===== src/rtl/brt_pkg.sv =====
// Package: shared decode types for the branch trace buffer.
// Assumes the entry count is a power of two, so the entry index is the low
// bits of the bus address and the pointer sits at the first address above.
package brt_pkg;

    typedef enum logic [1:0] {
        ACC_ENTRY = 2'd0,
        ACC_PTR   = 2'd1,
        ACC_NONE  = 2'd2
    } acc_kind_e;

    // Classify a bus address against an entry count.
    function automatic acc_kind_e classify(input int unsigned addr, input int unsigned depth);
        if (addr < depth)
            return ACC_ENTRY;
        else if (addr == depth)
            return ACC_PTR;
        else
            return ACC_NONE;
    endfunction

endpackage


===== src/rtl/brt_ptr_ctrl.sv =====
// Pointer control: holds the empty flag and the last-written index.
// It produces the write strobe and the write index for the entry bank.
// Assumes at most one capture per cycle.
module brt_ptr_ctrl #(
    parameter int PTR_W = 3
) (
    input  logic             clk,
    input  logic             rst_n,
    input  logic             cap_i,
    output logic [PTR_W-1:0] ptr_o,
    output logic             empty_o,
    output logic             wr_en_o,
    output logic [PTR_W-1:0] wr_idx_o
);
    logic [PTR_W-1:0] ptr_q;
    logic             empty_q;
    logic [PTR_W-1:0] next_idx;

    // Pick the target slot: slot 0 when empty, else one past the pointer.
    always_comb begin
        if (empty_q)
            next_idx = '0;
        else
            next_idx = ptr_q + 1'b1;
    end

    // Update the pointer and clear the empty flag on each capture.
    always_ff @(posedge clk) begin
        if (!rst_n) begin
            ptr_q   <= '0;
            empty_q <= 1'b1;
        end else if (cap_i) begin
            ptr_q   <= next_idx;
            empty_q <= 1'b0;
        end
    end

    assign ptr_o    = ptr_q;
    assign empty_o  = empty_q;
    assign wr_en_o  = cap_i;
    assign wr_idx_o = next_idx;
endmodule


===== src/rtl/brt_entry_bank.sv =====
// Entry bank: DEPTH address registers.
// Exactly one register is written when the write strobe is high.
// Assumes wr_idx_i is below DEPTH.
module brt_entry_bank #(
    parameter int DEPTH = 8,
    parameter int AW    = 32,
    localparam int PTR_W = $clog2(DEPTH)
) (
    input  logic             clk,
    input  logic             rst_n,
    input  logic             wr_en_i,
    input  logic [PTR_W-1:0] wr_idx_i,
    input  logic [AW-1:0]    wr_data_i,
    output logic [AW-1:0]    ent_o [DEPTH]
);
    for (genvar g = 0; g < DEPTH; g++) begin : g_slot
        logic [AW-1:0] slot_q;

        // Clear on reset; load the address when this slot is addressed.
        always_ff @(posedge clk) begin
            if (!rst_n)
                slot_q <= '0;
            else if (wr_en_i && (wr_idx_i == PTR_W'(g)))
                slot_q <= wr_data_i;
        end

        assign ent_o[g] = slot_q;
    end
endmodule


===== src/rtl/brt_read_port.sv =====
// Read port: registered read of an entry or the pointer.
// The sample is taken from state before the clock edge, so a capture in the
// same cycle is not visible. Write cycles are ignored.
module brt_read_port #(
    parameter int DEPTH = 8,
    parameter int AW    = 32,
    localparam int PTR_W = $clog2(DEPTH),
    localparam int BA_W  = PTR_W + 1
) (
    input  logic             clk,
    input  logic             rst_n,
    input  logic             bus_sel_i,
    input  logic             bus_we_i,
    input  logic [BA_W-1:0]  bus_addr_i,
    input  logic [AW-1:0]    ent_i [DEPTH],
    input  logic [PTR_W-1:0] ptr_i,
    output logic [AW-1:0]    rd_data_o,
    output logic             rd_vld_o
);
    import brt_pkg::*;

    logic [AW-1:0] mux_val;
    logic          rd_req;
    acc_kind_e     kind;

    assign rd_req = bus_sel_i && !bus_we_i;
    assign kind   = classify(int'(bus_addr_i), DEPTH);

    // Select the source word for the addressed location.
    always_comb begin
        unique case (kind)
            ACC_ENTRY: mux_val = ent_i[bus_addr_i[PTR_W-1:0]];
            ACC_PTR:   mux_val = {{(AW-PTR_W){1'b0}}, ptr_i};
            default:   mux_val = '0;
        endcase
    end

    // Register read data on a read request; hold it otherwise.
    always_ff @(posedge clk) begin
        if (!rst_n) begin
            rd_data_o <= '0;
            rd_vld_o  <= 1'b0;
        end else begin
            rd_vld_o <= rd_req;
            if (rd_req)
                rd_data_o <= mux_val;
        end
    end
endmodule


===== src/rtl/brtrace_buf.sv =====
// Top level: branch trace buffer.
// Records the fetch address of every non-sequential fetch into a circular
// bank and exposes the bank and a last-written pointer through a read-only
// registered port. Assumes DEPTH is a power of two.
module brtrace_buf #(
    parameter int DEPTH = 8,
    parameter int AW    = 32,
    localparam int PTR_W = $clog2(DEPTH),
    localparam int BA_W  = PTR_W + 1
) (
    input  logic            clk,
    input  logic            rst_n,
    input  logic            fetch_vld,
    input  logic            fetch_nonseq,
    input  logic [AW-1:0]   fetch_addr,
    input  logic            bus_sel,
    input  logic            bus_we,
    input  logic [BA_W-1:0] bus_addr,
    output logic [AW-1:0]   rd_data,
    output logic            rd_vld
);
    logic             cap;
    logic [PTR_W-1:0] ptr_q;
    logic             empty_q;
    logic             wr_en;
    logic [PTR_W-1:0] wr_idx;
    logic [AW-1:0]    ent [DEPTH];

    assign cap = fetch_vld && fetch_nonseq;

    brt_ptr_ctrl #(.PTR_W(PTR_W)) u_ptr (
        .clk      (clk),
        .rst_n    (rst_n),
        .cap_i    (cap),
        .ptr_o    (ptr_q),
        .empty_o  (empty_q),
        .wr_en_o  (wr_en),
        .wr_idx_o (wr_idx)
    );

    brt_entry_bank #(.DEPTH(DEPTH), .AW(AW)) u_bank (
        .clk       (clk),
        .rst_n     (rst_n),
        .wr_en_i   (wr_en),
        .wr_idx_i  (wr_idx),
        .wr_data_i (fetch_addr),
        .ent_o     (ent)
    );

    brt_read_port #(.DEPTH(DEPTH), .AW(AW)) u_rd (
        .clk        (clk),
        .rst_n      (rst_n),
        .bus_sel_i  (bus_sel),
        .bus_we_i   (bus_we),
        .bus_addr_i (bus_addr),
        .ent_i      (ent),
        .ptr_i      (ptr_q),
        .rd_data_o  (rd_data),
        .rd_vld_o   (rd_vld)
    );
endmodule


===== config.mk =====
export PLATFORM = sky130hd
export DESIGN_NAME = brtrace_buf
export DESIGN_NICKNAME = d
export VERILOG_FILES = /design/src/rtl/brt_pkg.sv /design/src/rtl/brt_ptr_ctrl.sv /design/src/rtl/brt_entry_bank.sv /design/src/rtl/brt_read_port.sv /design/src/rtl/brtrace_buf.sv
export SDC_FILE = /design/constraint.sdc
export NUM_CORES = 1
export LEC_CHECK = 0
export BUFFER_PORTS_ARGS = -buffer_cell sky130_fd_sc_hd__buf_2
export CELL_PAD_IN_SITES_DETAIL_PLACEMENT = 1
export CELL_PAD_IN_SITES_GLOBAL_PLACEMENT = 1
export CORE_UTILIZATION = 35
export CTS_CLUSTER_DIAMETER = 80
export CTS_CLUSTER_SIZE = 10
export DETAILED_ROUTE_END_ITERATION = 6
export PLACE_DENSITY_LB_ADDON = 0.1
export SYNTH_ARGS = -nofsm -noshare
export SYNTH_HDL_FRONTEND = slang
export SYNTH_SLANG_ARGS = --single-unit

===== constraint.sdc =====
create_clock -name clk -period 5.6 [get_ports clk]
set_input_delay 1.12 -clock clk [delete_from_list [all_inputs] [get_ports clk]]
set_output_delay 1.12 -clock clk [all_outputs]
set_load 0.03 [all_outputs]

# After elaboration in Yosys (flattened, before gate mapping)
# Index checks and enable logic that the tools add are counted.
# W data, S select, Z words.
classes:
  n_addsub: 1
  order_cmp: 2
  n_eq_ne: 9
  mux: 7
  bitwise_logic: 1
  reduce_logical: 13
op_table:
  columns: ["cell", "n"]
  rows:
  - ["$bmux W32 S3", 1]
  - ["$mux W32", 2]
  - ["$pmux W32 S2", 1]
  - ["$eq A3 B3 Y1 const B", 4]
  - ["$logic_and A1 B1 Y1", 10]
  - ["$eq A3 B2 Y1 const B", 2]
  - ["$eq A4 B4 Y1 const B", 1]
  - ["$ge A4 B4 Y1 const B", 1]
  - ["$lt A4 B4 Y1 const B", 1]
  - ["$mux W2", 2]
  - ["$not A3 Y4", 1]
  - ["$add A3 B1 Y3 const B", 1]
  - ["$eq A3 B1 Y1 const B", 1]
  - ["$logic_not A3 Y1", 1]
  - ["$mux W3", 1]
  - ["$eq A2 B1 Y1 const B", 1]
  - ["$logic_not A2 Y1", 1]
  - ["$logic_not A1 Y1", 1]
totals:
  regBits: 293
  input_bits: 42
  out_inout_bits: 33
  word_cells: 45

# Longest topological paths before layout
# Gate-level depths: netlist of the first run.
depth:
  depth_word: 5
  depth_mapped: 7

# By module
# Synthesis of the first run repeated with hierarchy kept, for this count alone.
hier_totals:
  hier_cells: 1210
  area_unflattened_um2: 12573.3
modules_own_cells:
  columns: ["mod", "instances", "cells_per_inst", "area_per_inst_um2", "seq_area_each_um2"]
  rows:
  - ["brt_entry_bank", 1, 871, 9208.8, 5124.9]
  - ["brt_read_port", 1, 315, 3149.3, 660.6]
  - ["brt_ptr_ctrl", 1, 23, 209.0, 80.1]
  - ["brtrace_buf", 1, 1, 6.3, 0.0]

# Worst setup path after synthesis of the first run
# Ideal clock, no wire load.
synth_path:
  path_kind: "input-to-reg"
  start: "input port bus_addr[0]"
  end: "register u_rd.rd_data_o[0]"
  t_arrival_ns: 2.371
  t_required_ns: 5.478
  setup_slack_ns: 3.107
  stages: 7
  cell_sequence: "buf_6 > buf_12 > buf_2 > mux2_2 > o22ai_1 > nor3_1 > a221o_1"
synth_between:
  elab_chain_len: 5
  word_cells_on_any_way: 11
synth_rtl:
  columns: ["element", "line", "rtl"]
  rows:
  - ["start: declaration", "brtrace_buf.sv:18", "input logic [BA_W-1:0] bus_addr,"]
  - ["branches (longest 4 deep; another with $lt A4 B4 Y1)", null, null]
  - ["$pmux W32 S2 (*)", "brt_read_port.sv:31", "unique case (kind)"]
  - ["end signal: assignment", "brt_read_port.sv:46", "rd_data_o <= mux_val;"]
  - ["end: declaration", "brt_read_port.sv:17", "output logic [AW-1:0] rd_data_o,"]
# Every way passes the cells marked *. The select of a mux whose other input is x is not followed.
# A chain may end at the register's enable or synchronous reset.

==> results of run 1 <==
[cell families (layout without fill, tap and decap cells)]
logic type      after synthesis  in the layout
compound gates              297            297
fa+ha+maj                     1              1
xor+xnor                      2              2
mux                         129            129
flops                       293            293
buf+inv                     117            136
simple gates                509            509
[cell usage after synthesis (all sizes together), types with 2 or more instances]
| master | n | area share (%) |
|---|---|---|
| nor2b | 32 | 1.6 |
| nor4 | 2 | 0.15 |
| mux4 | 29 | 5.3 |
| nand3 | 133 | 6.1 |
| a211oi | 2 | 0.12 |
| a21oi | 128 | 5.2 |
| mux2 | 68 | 6.3 |
| or4 | 3 | 0.18 |
| buf | 48 | 3.1 |
| nand2 | 257 | 7.9 |
| nand2b | 4 | 0.20 |
| inv | 2 | 0.061 |
| nor2 | 38 | 1.2 |
| o21ai | 129 | 5.3 |
| a221o | 3 | 0.25 |
| mux2i | 32 | 2.6 |
| dfxtp | 293 | 48 |
| clkbuf | 67 | 2.1 |
| o22ai | 34 | 1.7 |
| or3 | 30 | 1.5 |
| nor3 | 4 | 0.16 |
[path summary, 6_finish.rpt]
path              slack, ps  cells past startpoint                                       end
setup / recovery       2650                      5            u_rd.rd_data_o[2]$_SDFFE_PN0P_
hold / removal          450                      2   u_bank.g_slot[1].slot_q[7]$_SDFFE_PN0P_
setup reg to reg       2850                      6  u_bank.g_slot[3].slot_q[25]$_SDFFE_PN0P_
hold reg to reg         450                      2   u_bank.g_slot[1].slot_q[7]$_SDFFE_PN0P_
[final cells by class]
| type | instances | area [um^2] | share of cell area, % |
|---|---|---|---|
| Clock buffer | 37 | 926 | 6.77 |
| Clock inverter | 1 | 8.76 | 0.0640 |
| Inverter | 2 | 10.0 | 0.0732 |
| Multi-Input combinational cell | 938 | 5760 | 42.1 |
| Sequential cell | 293 | 5870 | 42.9 |
| Tap cell | 455 | 569 | 4.16 |
| Timing Repair Buffer | 96 | 541 | 3.95 |
[metal layers]
metal  routed length [um]  part of all wire, %
met5                    0                    0
met4                  520                  1.4
met2                17500                   47
met1                18400                   49
met3                 1210                  3.2
[cells in the final DEF, fill, tap and decap left out, types with 3 or more instances in the layout]
cell	n
sky130_fd_sc_hd__mux2_1	32
sky130_fd_sc_hd__a21oi_1	128
sky130_fd_sc_hd__o21ai_1	69
sky130_fd_sc_hd__buf_4	24
sky130_fd_sc_hd__nand3_2	17
sky130_fd_sc_hd__clkbuf_16	37
sky130_fd_sc_hd__nor2_1	38
sky130_fd_sc_hd__a221o_1	3
sky130_fd_sc_hd__buf_2	72
sky130_fd_sc_hd__nand3_1	116
sky130_fd_sc_hd__mux2_2	36
sky130_fd_sc_hd__mux4_2	29
sky130_fd_sc_hd__nor2b_1	32
sky130_fd_sc_hd__o21ai_0	60
sky130_fd_sc_hd__dfxtp_1	293
sky130_fd_sc_hd__o22ai_1	34
sky130_fd_sc_hd__or3_1	30
sky130_fd_sc_hd__nand2_1	257
sky130_fd_sc_hd__mux2i_1	32
sky130_fd_sc_hd__nand2b_1	3
[critical path, delay by kind of cell]
family	cells	cell delay [ps]
buf+inv	3	1630
simple gates	1	180
compound gates	1	330
[power by group through the flow]
stage	clock network [mW]	registers [mW]	logic [mW]
5_1_grt	2.14	2.12	0.298
3_5_place_dp	0	2.17	0.278
2_1_floorplan	0	2.17	0.171
6_report	1.99	2.12	0.274
3_3_place_gp	0	2.17	0.277
4_1_cts	2.07	2.12	0.279
[through the flow]
step	area, um^2	power [mW]
after global routing	13700	4.57
after floorplan	12200	2.34
after global placement	12700	2.44
after detailed placement	12700	2.45
final	13700	4.39
after CTS	13700	4.47
[sequential cells by signal (all words and copies together), names as in the netlist]
signal	cells
u_bank.g_slot.slot_q	256
u_ptr.empty_o	1
u_ptr.ptr_o	3
u_rd.rd_data_o	32
u_rd.rd_vld_o	1
==> impl_metrics.prom, run 1 <==
# TYPE chip_impl_metric gauge
chip_impl_metric{name="clk_path_buf_depth",unit=""} 3
chip_impl_metric{name="grt_max_degree",unit=""} 72
chip_impl_metric{name="dpl.hpwl",unit="mm"} 21.5
chip_impl_metric{name="groute.usage.overall",unit="%"} 21.3
chip_impl_info{name="r2r_start",value="u_ptr.ptr_o[0]$_SDFFE_PN0P_"} 1
chip_impl_metric{name="comb_power_share",unit="%"} 6.3
chip_impl_metric{name="use_met3",unit="%"} 2.95
chip_impl_metric{name="layout_min_cycle_time",unit="ps"} 2950
chip_impl_info{name="critical_path.startpoint_type",value="input port"} 1
chip_impl_metric{name="fillerInstances",unit=""} 3969
chip_impl_info{name="synth_top_family_by_area",value="simple AND/OR/NAND/NOR gates"} 1
chip_impl_metric{name="initialDrtViolationCount",unit=""} 353
chip_impl_metric{name="post_layout_nonfiller_instances",unit=""} 1822
chip_impl_metric{name="portion_of_the_clock_cycle_consumed_by_the_worst_path_in_the_final_layout",unit="%"} 52.7
chip_impl_info{name="critical_path.slowest_cell",value="sky130_fd_sc_hd__inv_4"} 1
chip_impl_metric{name="finalSetupViolCount",unit=""} 0
chip_impl_metric{name="post_synth_inst_count",unit=""} 1348
chip_impl_metric{name="drt-wirelength-per-cell",unit="um"} 20.6
chip_impl_metric{name="fin_setup_tns",unit="ps"} 0
chip_impl_metric{name="relative_slew_slack",unit="%"} 34.6
chip_impl_metric{name="post-place-cells",unit=""} 1784
chip_impl_metric{name="seqPwrFrac",unit="%"} 48.4
chip_impl_metric{name="row_count",unit=""} 68
chip_impl_metric{name="final.setup_skew",unit="ps"} 7.40
chip_impl_metric{name="netlist_cell_types",unit=""} 40
chip_impl_metric{name="synth.yosys.warnings",unit=""} 0
chip_impl_info{name="worstHoldStart",value="u_bank.g_slot[1].slot_q[7]$_SDFFE_PN0P_"} 1
chip_impl_metric{name="synthAdderAreaFrac",unit="%"} 0.102
chip_impl_info{name="timing.critical_path.from",value="rst_n"} 1
chip_impl_metric{name="cts_repair_resize_count",unit=""} 0
chip_impl_metric{name="initial_utilization",unit="%"} 35.5
chip_impl_metric{name="grt_use_met1",unit="%"} 29.2
chip_impl_metric{name="worst_vdd_rail_ir_drop",unit="uV"} 152
chip_impl_metric{name="postRouteWirelength",unit="mm"} 37.6
chip_impl_metric{name="hold_slack_final",unit="ps"} 452
chip_impl_metric{name="io_buf_count",unit=""} 74
chip_impl_metric{name="number_of_antenna_violations_at_the_first_check_in_global_routing",unit=""} 0
chip_impl_info{name="grt.busiest_layer",value="met2"} 1
chip_impl_metric{name="area_delta_synth_final",unit="%"} 11.7
chip_impl_metric{name="drt_drc_violations_left",unit=""} 0
chip_impl_metric{name="insertion_delay",unit="ps"} 510
chip_impl_metric{name="yosys.area_share.xor_xnor",unit="%"} 0.204
chip_impl_metric{name="yosysSeqAreaShare",unit="%"} 47.9
chip_impl_metric{name="async_reset_ff_share",unit="%"} 0
chip_impl_metric{name="report.final.slew_viol_count",unit=""} 0
chip_impl_info{name="synthFlopType",value="sky130_fd_sc_hd__dfxtp_1"} 1
chip_impl_metric{name="postSynthAreaPerCell",unit="um^2"} 9.08
chip_impl_metric{name="synth_simple_gate_area_share",unit="%"} 19.5
chip_impl_metric{name="total_congestion_overflow_after_global_routing",unit=""} 0
chip_impl_metric{name="final-hold-violation-count",unit=""} 0
chip_impl_metric{name="die_h",unit="um"} 189
chip_impl_metric{name="fp.coreArea",unit="um^2"} 34500
chip_impl_info{name="critical_path.endpoint_type",value="flip-flop"} 1
chip_impl_metric{name="htreeDepth",unit=""} 2
chip_impl_info{name="root_buffer",value="sky130_fd_sc_hd__clkbuf_16"} 1
chip_impl_metric{name="cp.arrival",unit="ps"} 3340
chip_impl_metric{name="clkSlewWorstSetupHoldPaths",unit="ps"} 50
chip_impl_metric{name="power_report.internal_total",unit="mW"} 3.35
chip_impl_metric{name="timing.max_cap.violations",unit=""} 0
chip_impl_metric{name="synth_compound_area_share",unit="%"} 12.8
chip_impl_metric{name="met2_track_demand_over_resource_in_global_routing",unit="%"} 35.6
chip_impl_metric{name="postCtsSetupRepairBufs",unit=""} 0
chip_impl_info{name="status",value="finished, final reports clean"} 1
chip_impl_metric{name="hold_buffers",unit=""} 0
chip_impl_metric{name="floorplan.die_area",unit="um^2"} 35700
chip_impl_metric{name="synth.ff_latch_count",unit=""} 293
chip_impl_metric{name="required",unit="ps"} 5990
chip_impl_info{name="crit_path_frequent_cell",value="sky130_fd_sc_hd__buf_4"} 1
chip_impl_metric{name="dr.pass1.iters",unit=""} 5
chip_impl_metric{name="final_nets",unit=""} 1409
chip_impl_metric{name="worstPathMaxFanout",unit=""} 71
chip_impl_metric{name="critical-path-max-stage-delay",unit="ps"} 730
chip_impl_metric{name="drt-vias-per-instance",unit=""} 5.27
chip_impl_metric{name="number_of_synthesized_flops_with_an_enable_pin",unit=""} 0
chip_impl_info{name="cts_tree",value="done"} 1
chip_impl_metric{name="fp.dieW",unit="um"} 189
chip_impl_metric{name="first_global_vias",unit=""} 9931
chip_impl_metric{name="number_of_sinks_on_the_clock_net",unit=""} 293
chip_impl_metric{name="clock.fmax",unit="MHz"} 339
chip_impl_metric{name="antenna_left",unit=""} 0
chip_impl_metric{name="cellLeakagePower",unit="nW"} 4.86
chip_impl_metric{name="dr_total_vias",unit=""} 9607
chip_impl_metric{name="mappedNetlistNets",unit=""} 1391
chip_impl_metric{name="routabilityCongestion",unit=""} 0.738
chip_impl_info{name="crit_chain",value="buf_4 -> inv_4 -> buf_4 -> nor2_1 -> a221o_1"} 1
chip_impl_metric{name="synth.mux.area_fraction",unit="%"} 14.2
chip_impl_metric{name="pre_cts_slack",unit="ps"} 2120
chip_impl_metric{name="final_critical_path_setup_slack",unit="ps"} 2650
chip_impl_metric{name="net-switching-power",unit="mW"} 1.03
chip_impl_metric{name="tightest_slew",unit="ps"} 981
chip_impl_metric{name="wire_length_of_the_first_global_routing_pass",unit="mm"} 59.2
chip_impl_metric{name="fraction_of_layout_cells_with_a_size_suffix_above_1",unit="%"} 16.6
chip_impl_metric{name="power_switching_share",unit="%"} 23.6
chip_impl_info{name="path_type_of_the_worst_min_delay_path",value="flip-flop to flip-flop"} 1
chip_impl_metric{name="p_clk_share",unit="%"} 45.4
chip_impl_metric{name="n_antenna_cell",unit=""} 0
chip_impl_metric{name="final_design_utilization",unit="%"} 39.7
chip_impl_metric{name="synthesis.area",unit="um^2"} 12200
chip_impl_metric{name="power_per_cell_area",unit="nW/um^2"} 321
chip_impl_metric{name="cts-buffers-inserted",unit=""} 35
chip_impl_info{name="rsz0062_at_grt",value="no"} 1
chip_impl_metric{name="ios",unit=""} 75
chip_impl_info{name="path_class",value="input port to flip-flop"} 1
(Power assumes the default switching activity.)
==> inputs of run 2 (changes only) <==
clock period = 2.6 ns   (was 5.6 ns; I/O delays follow)
==> run 2 against run 1 <==
  * Count of clock-buffer cells in the layout is 2 lower
  * Clock power is 110% higher
  * Sequential power is 120% higher
  * Wire length is 0.83% higher
  * Critical path depth is 1 higher
  * Combinational power is 130% higher
  * Largest cell class unchanged
  * Largest power group unchanged
==> impl_metrics.prom, run 2 (synthesis gave the netlist of run 1 again) <==
# TYPE chip_impl_metric gauge
chip_impl_metric{name="power_report.internal_total",unit="mW"} 7.12
chip_impl_metric{name="number_of_antenna_violations_at_the_first_check_in_global_routing",unit=""} 0
chip_impl_metric{name="pre_cts_slack",unit="ps"} 397
chip_impl_metric{name="final.setup_skew",unit="ps"} 13.2
chip_impl_info{name="crit_chain",value="ha_1 -> xor2_2 -> or4_1 -> buf_4 -> nand2_1 -> a21oi_1"} 1
chip_impl_metric{name="drt-wirelength-per-cell",unit="um"} 20.6
chip_impl_metric{name="ios",unit=""} 75
chip_impl_metric{name="wire_length_of_the_first_global_routing_pass",unit="mm"} 60.0
chip_impl_metric{name="dr.pass1.iters",unit=""} 4
chip_impl_metric{name="cts_repair_resize_count",unit=""} 0
chip_impl_metric{name="cts-buffers-inserted",unit=""} 35
chip_impl_metric{name="drt_drc_violations_left",unit=""} 0
chip_impl_metric{name="critical-path-max-stage-delay",unit="ps"} 500
chip_impl_info{name="mostFrequentLayoutCell",value="sky130_fd_sc_hd__dfxtp_1"} 1
chip_impl_metric{name="worst-path-stages",unit=""} 6
chip_impl_metric{name="required",unit="ps"} 3030
chip_impl_metric{name="net-switching-power",unit="mW"} 2.28
chip_impl_info{name="critical_path.startpoint_type",value="flip-flop"} 1
chip_impl_info{name="path_class",value="flip-flop to flip-flop"} 1
chip_impl_metric{name="dpl.hpwl",unit="mm"} 22.7
chip_impl_metric{name="finalSetupViolCount",unit=""} 0
chip_impl_metric{name="die_h",unit="um"} 189
chip_impl_metric{name="comb_power_share",unit="%"} 6.6
chip_impl_metric{name="cp.arrival",unit="ps"} 2610
chip_impl_metric{name="timing.hold.worst_path_depth",unit=""} 3
chip_impl_metric{name="cellLeakagePower",unit="nW"} 4.95
chip_impl_metric{name="grt_max_degree",unit=""} 97
chip_impl_metric{name="insertion_delay",unit="ps"} 510
chip_impl_metric{name="number_of_sinks_on_the_clock_net",unit=""} 293
chip_impl_metric{name="clkSlewWorstSetupHoldPaths",unit="ps"} 60
chip_impl_metric{name="final_nets",unit=""} 1424
chip_impl_metric{name="timing.max_cap.violations",unit=""} 0
chip_impl_metric{name="crit_buf_inv",unit=""} 1
chip_impl_metric{name="portion_of_the_clock_cycle_consumed_by_the_worst_path_in_the_final_layout",unit="%"} 83.8
chip_impl_info{name="path_type_of_the_worst_min_delay_path",value="input port to flip-flop"} 1
chip_impl_metric{name="final-hold-violation-count",unit=""} 0
chip_impl_metric{name="power_per_cell_area",unit="nW/um^2"} 678
chip_impl_metric{name="fillerInstances",unit=""} 3944
chip_impl_info{name="rsz0062_at_grt",value="no"} 1
chip_impl_metric{name="first_global_vias",unit=""} 9916
chip_impl_metric{name="io_buf_count",unit=""} 74
chip_impl_metric{name="hold_slack_final",unit="ps"} 293
chip_impl_info{name="critical_path.slowest_cell",value="sky130_fd_sc_hd__xor2_2"} 1
chip_impl_metric{name="fin_setup_tns",unit="ps"} 0
chip_impl_info{name="crit_family",value="XOR/XNOR gates"} 1
chip_impl_info{name="mostFrequentLayoutCells",value="sky130_fd_sc_hd__dfxtp_1, sky130_fd_sc_hd__nand2_1, sky130_fd_sc_hd__a21oi_1"} 1
chip_impl_metric{name="power_switching_share",unit="%"} 24.2
chip_impl_metric{name="groute.usage.overall",unit="%"} 21.5
chip_impl_metric{name="final_critical_path_setup_slack",unit="ps"} 421
chip_impl_metric{name="worstPathMaxFanout",unit=""} 32
chip_impl_metric{name="clk_path_buf_depth",unit=""} 3
chip_impl_metric{name="largest_register_ffs",unit=""} 256
chip_impl_metric{name="dr_total_vias",unit=""} 9763
chip_impl_metric{name="tightest_slew",unit="ps"} 697
chip_impl_metric{name="antenna_left",unit=""} 0
chip_impl_info{name="cts_tree",value="done"} 1
chip_impl_metric{name="area_delta_synth_final",unit="%"} 13.2
chip_impl_metric{name="fp.dieW",unit="um"} 189
chip_impl_metric{name="routabilityCongestion",unit=""} 0.719
chip_impl_metric{name="seqPwrFrac",unit="%"} 48.6
chip_impl_metric{name="total_congestion_overflow_after_global_routing",unit=""} 0
chip_impl_metric{name="fp.coreArea",unit="um^2"} 34500
chip_impl_metric{name="htreeDepth",unit=""} 2
chip_impl_metric{name="postRouteWirelength",unit="mm"} 37.9
chip_impl_metric{name="rr_worst_depth",unit=""} 6
chip_impl_info{name="status",value="finished, final reports clean"} 1
chip_impl_metric{name="finalPower",unit="mW"} 9.40
chip_impl_info{name="critical_path.endpoint_type",value="flip-flop"} 1
chip_impl_metric{name="worst_vdd_rail_ir_drop",unit="uV"} 424
chip_impl_metric{name="fraction_of_layout_cells_with_a_size_suffix_above_1",unit="%"} 17.4
chip_impl_metric{name="layout_min_cycle_time",unit="ps"} 2180
chip_impl_metric{name="drt-vias-per-instance",unit=""} 5.31
chip_impl_metric{name="relative_slew_slack",unit="%"} 53.6
chip_impl_metric{name="row_count",unit=""} 68
chip_impl_metric{name="report.final.slew_viol_count",unit=""} 0
chip_impl_metric{name="floorplan.die_area",unit="um^2"} 35700
chip_impl_metric{name="postCtsSetupRepairBufs",unit=""} 0
chip_impl_metric{name="p_clk_share",unit="%"} 44.8
chip_impl_metric{name="clock.fmax",unit="MHz"} 459
chip_impl_metric{name="initialDrtViolationCount",unit=""} 478
chip_impl_info{name="top_register",value="u_bank.g_slot.slot_q"} 1
chip_impl_info{name="root_buffer",value="sky130_fd_sc_hd__clkbuf_16"} 1
chip_impl_metric{name="final_design_utilization",unit="%"} 40.2
chip_impl_metric{name="initial_utilization",unit="%"} 35.5
chip_impl_metric{name="hold_buffers",unit=""} 0
==> run 2: cell count changes in the layout (fill, tap and decap cells not counted) <==
cell,before,now
sky130_fd_sc_hd__inv_6,1,2
sky130_fd_sc_hd__nand2b_1,3,4
sky130_fd_sc_hd__buf_12,0,9
sky130_fd_sc_hd__buf_4,24,30
sky130_fd_sc_hd__nand2b_2,1,0
sky130_fd_sc_hd__diode_2,0,1
sky130_fd_sc_hd__clkbuf_16,37,35
==> run 2: cell type report <==
class,instances,area (um^2),area share [%]
clock buffer,35,876,6.32
clock inverter,2,17.5,0.126
inverter,2,10.0,0.0722
timing repair buffer,111,766,5.52
tap,455,569,4.11
antenna,1,2.50,0.0181
sequential,293,5870,42.3
multi-input combinational,938,5750,41.5
==> run 2: worst paths after layout <==
path                                                       from                                       end  slack (ps)
worst max-delay path                u_ptr.ptr_o[1]$_SDFFE_PN0P_  u_bank.g_slot[1].slot_q[26]$_SDFFE_PN0P_         420
worst min-delay path                              fetch_addr[7]   u_bank.g_slot[1].slot_q[7]$_SDFFE_PN0P_         290
worst max register to register      u_ptr.ptr_o[1]$_SDFFE_PN0P_  u_bank.g_slot[1].slot_q[26]$_SDFFE_PN0P_         420
worst min register to register  u_rd.rd_data_o[12]$_SDFFE_PN0P_           u_rd.rd_data_o[12]$_SDFFE_PN0P_         450
==> run 2: metrics by stage <==
step | cell area, um^2 | cells
after floorplan | 12200 | 1348
after global placement | 13000 | 1799
after global routing | 13900 | 1836
after detailed placement | 13000 | 1799
after CTS | 13900 | 1836
final | 13900 | 1837
==> run 2: metal layers <==
| layer | global-route usage (%) | wire (um) | vias to the layer above |
|---|---|---|---|
| met4 | 5.12 | 710 | 0 |
| li1 | - | - | 4767 |
| met3 | 2.98 | 1120 | 48 |
| met5 | 0 | 0 | - |
| met1 | 30.1 | 18700 | 4824 |
| met2 | 34.9 | 17400 | 124 |
==> run 2: worst register-to-register path, delay by kind of cell, from the launching register on <==
kind	cells	cell delay, ps
AO/OA/AOI/OAI	1	170
XOR/XNOR	1	500
adder cells (fa/ha/maj)	1	280
buffers and inverters	1	440
flip-flops	1	360
AND/OR/NAND/NOR	2	350
==> run 2: power groups by stage <==
stage	logic (mW)	clock network, mW	registers, mW
after floorplan	0.368	0	4.68
after global placement	0.629	0	4.67
after detailed placement	0.633	0	4.67
after CTS	0.634	4.34	4.57
after global routing	0.675	4.54	4.57
final	0.622	4.21	4.57
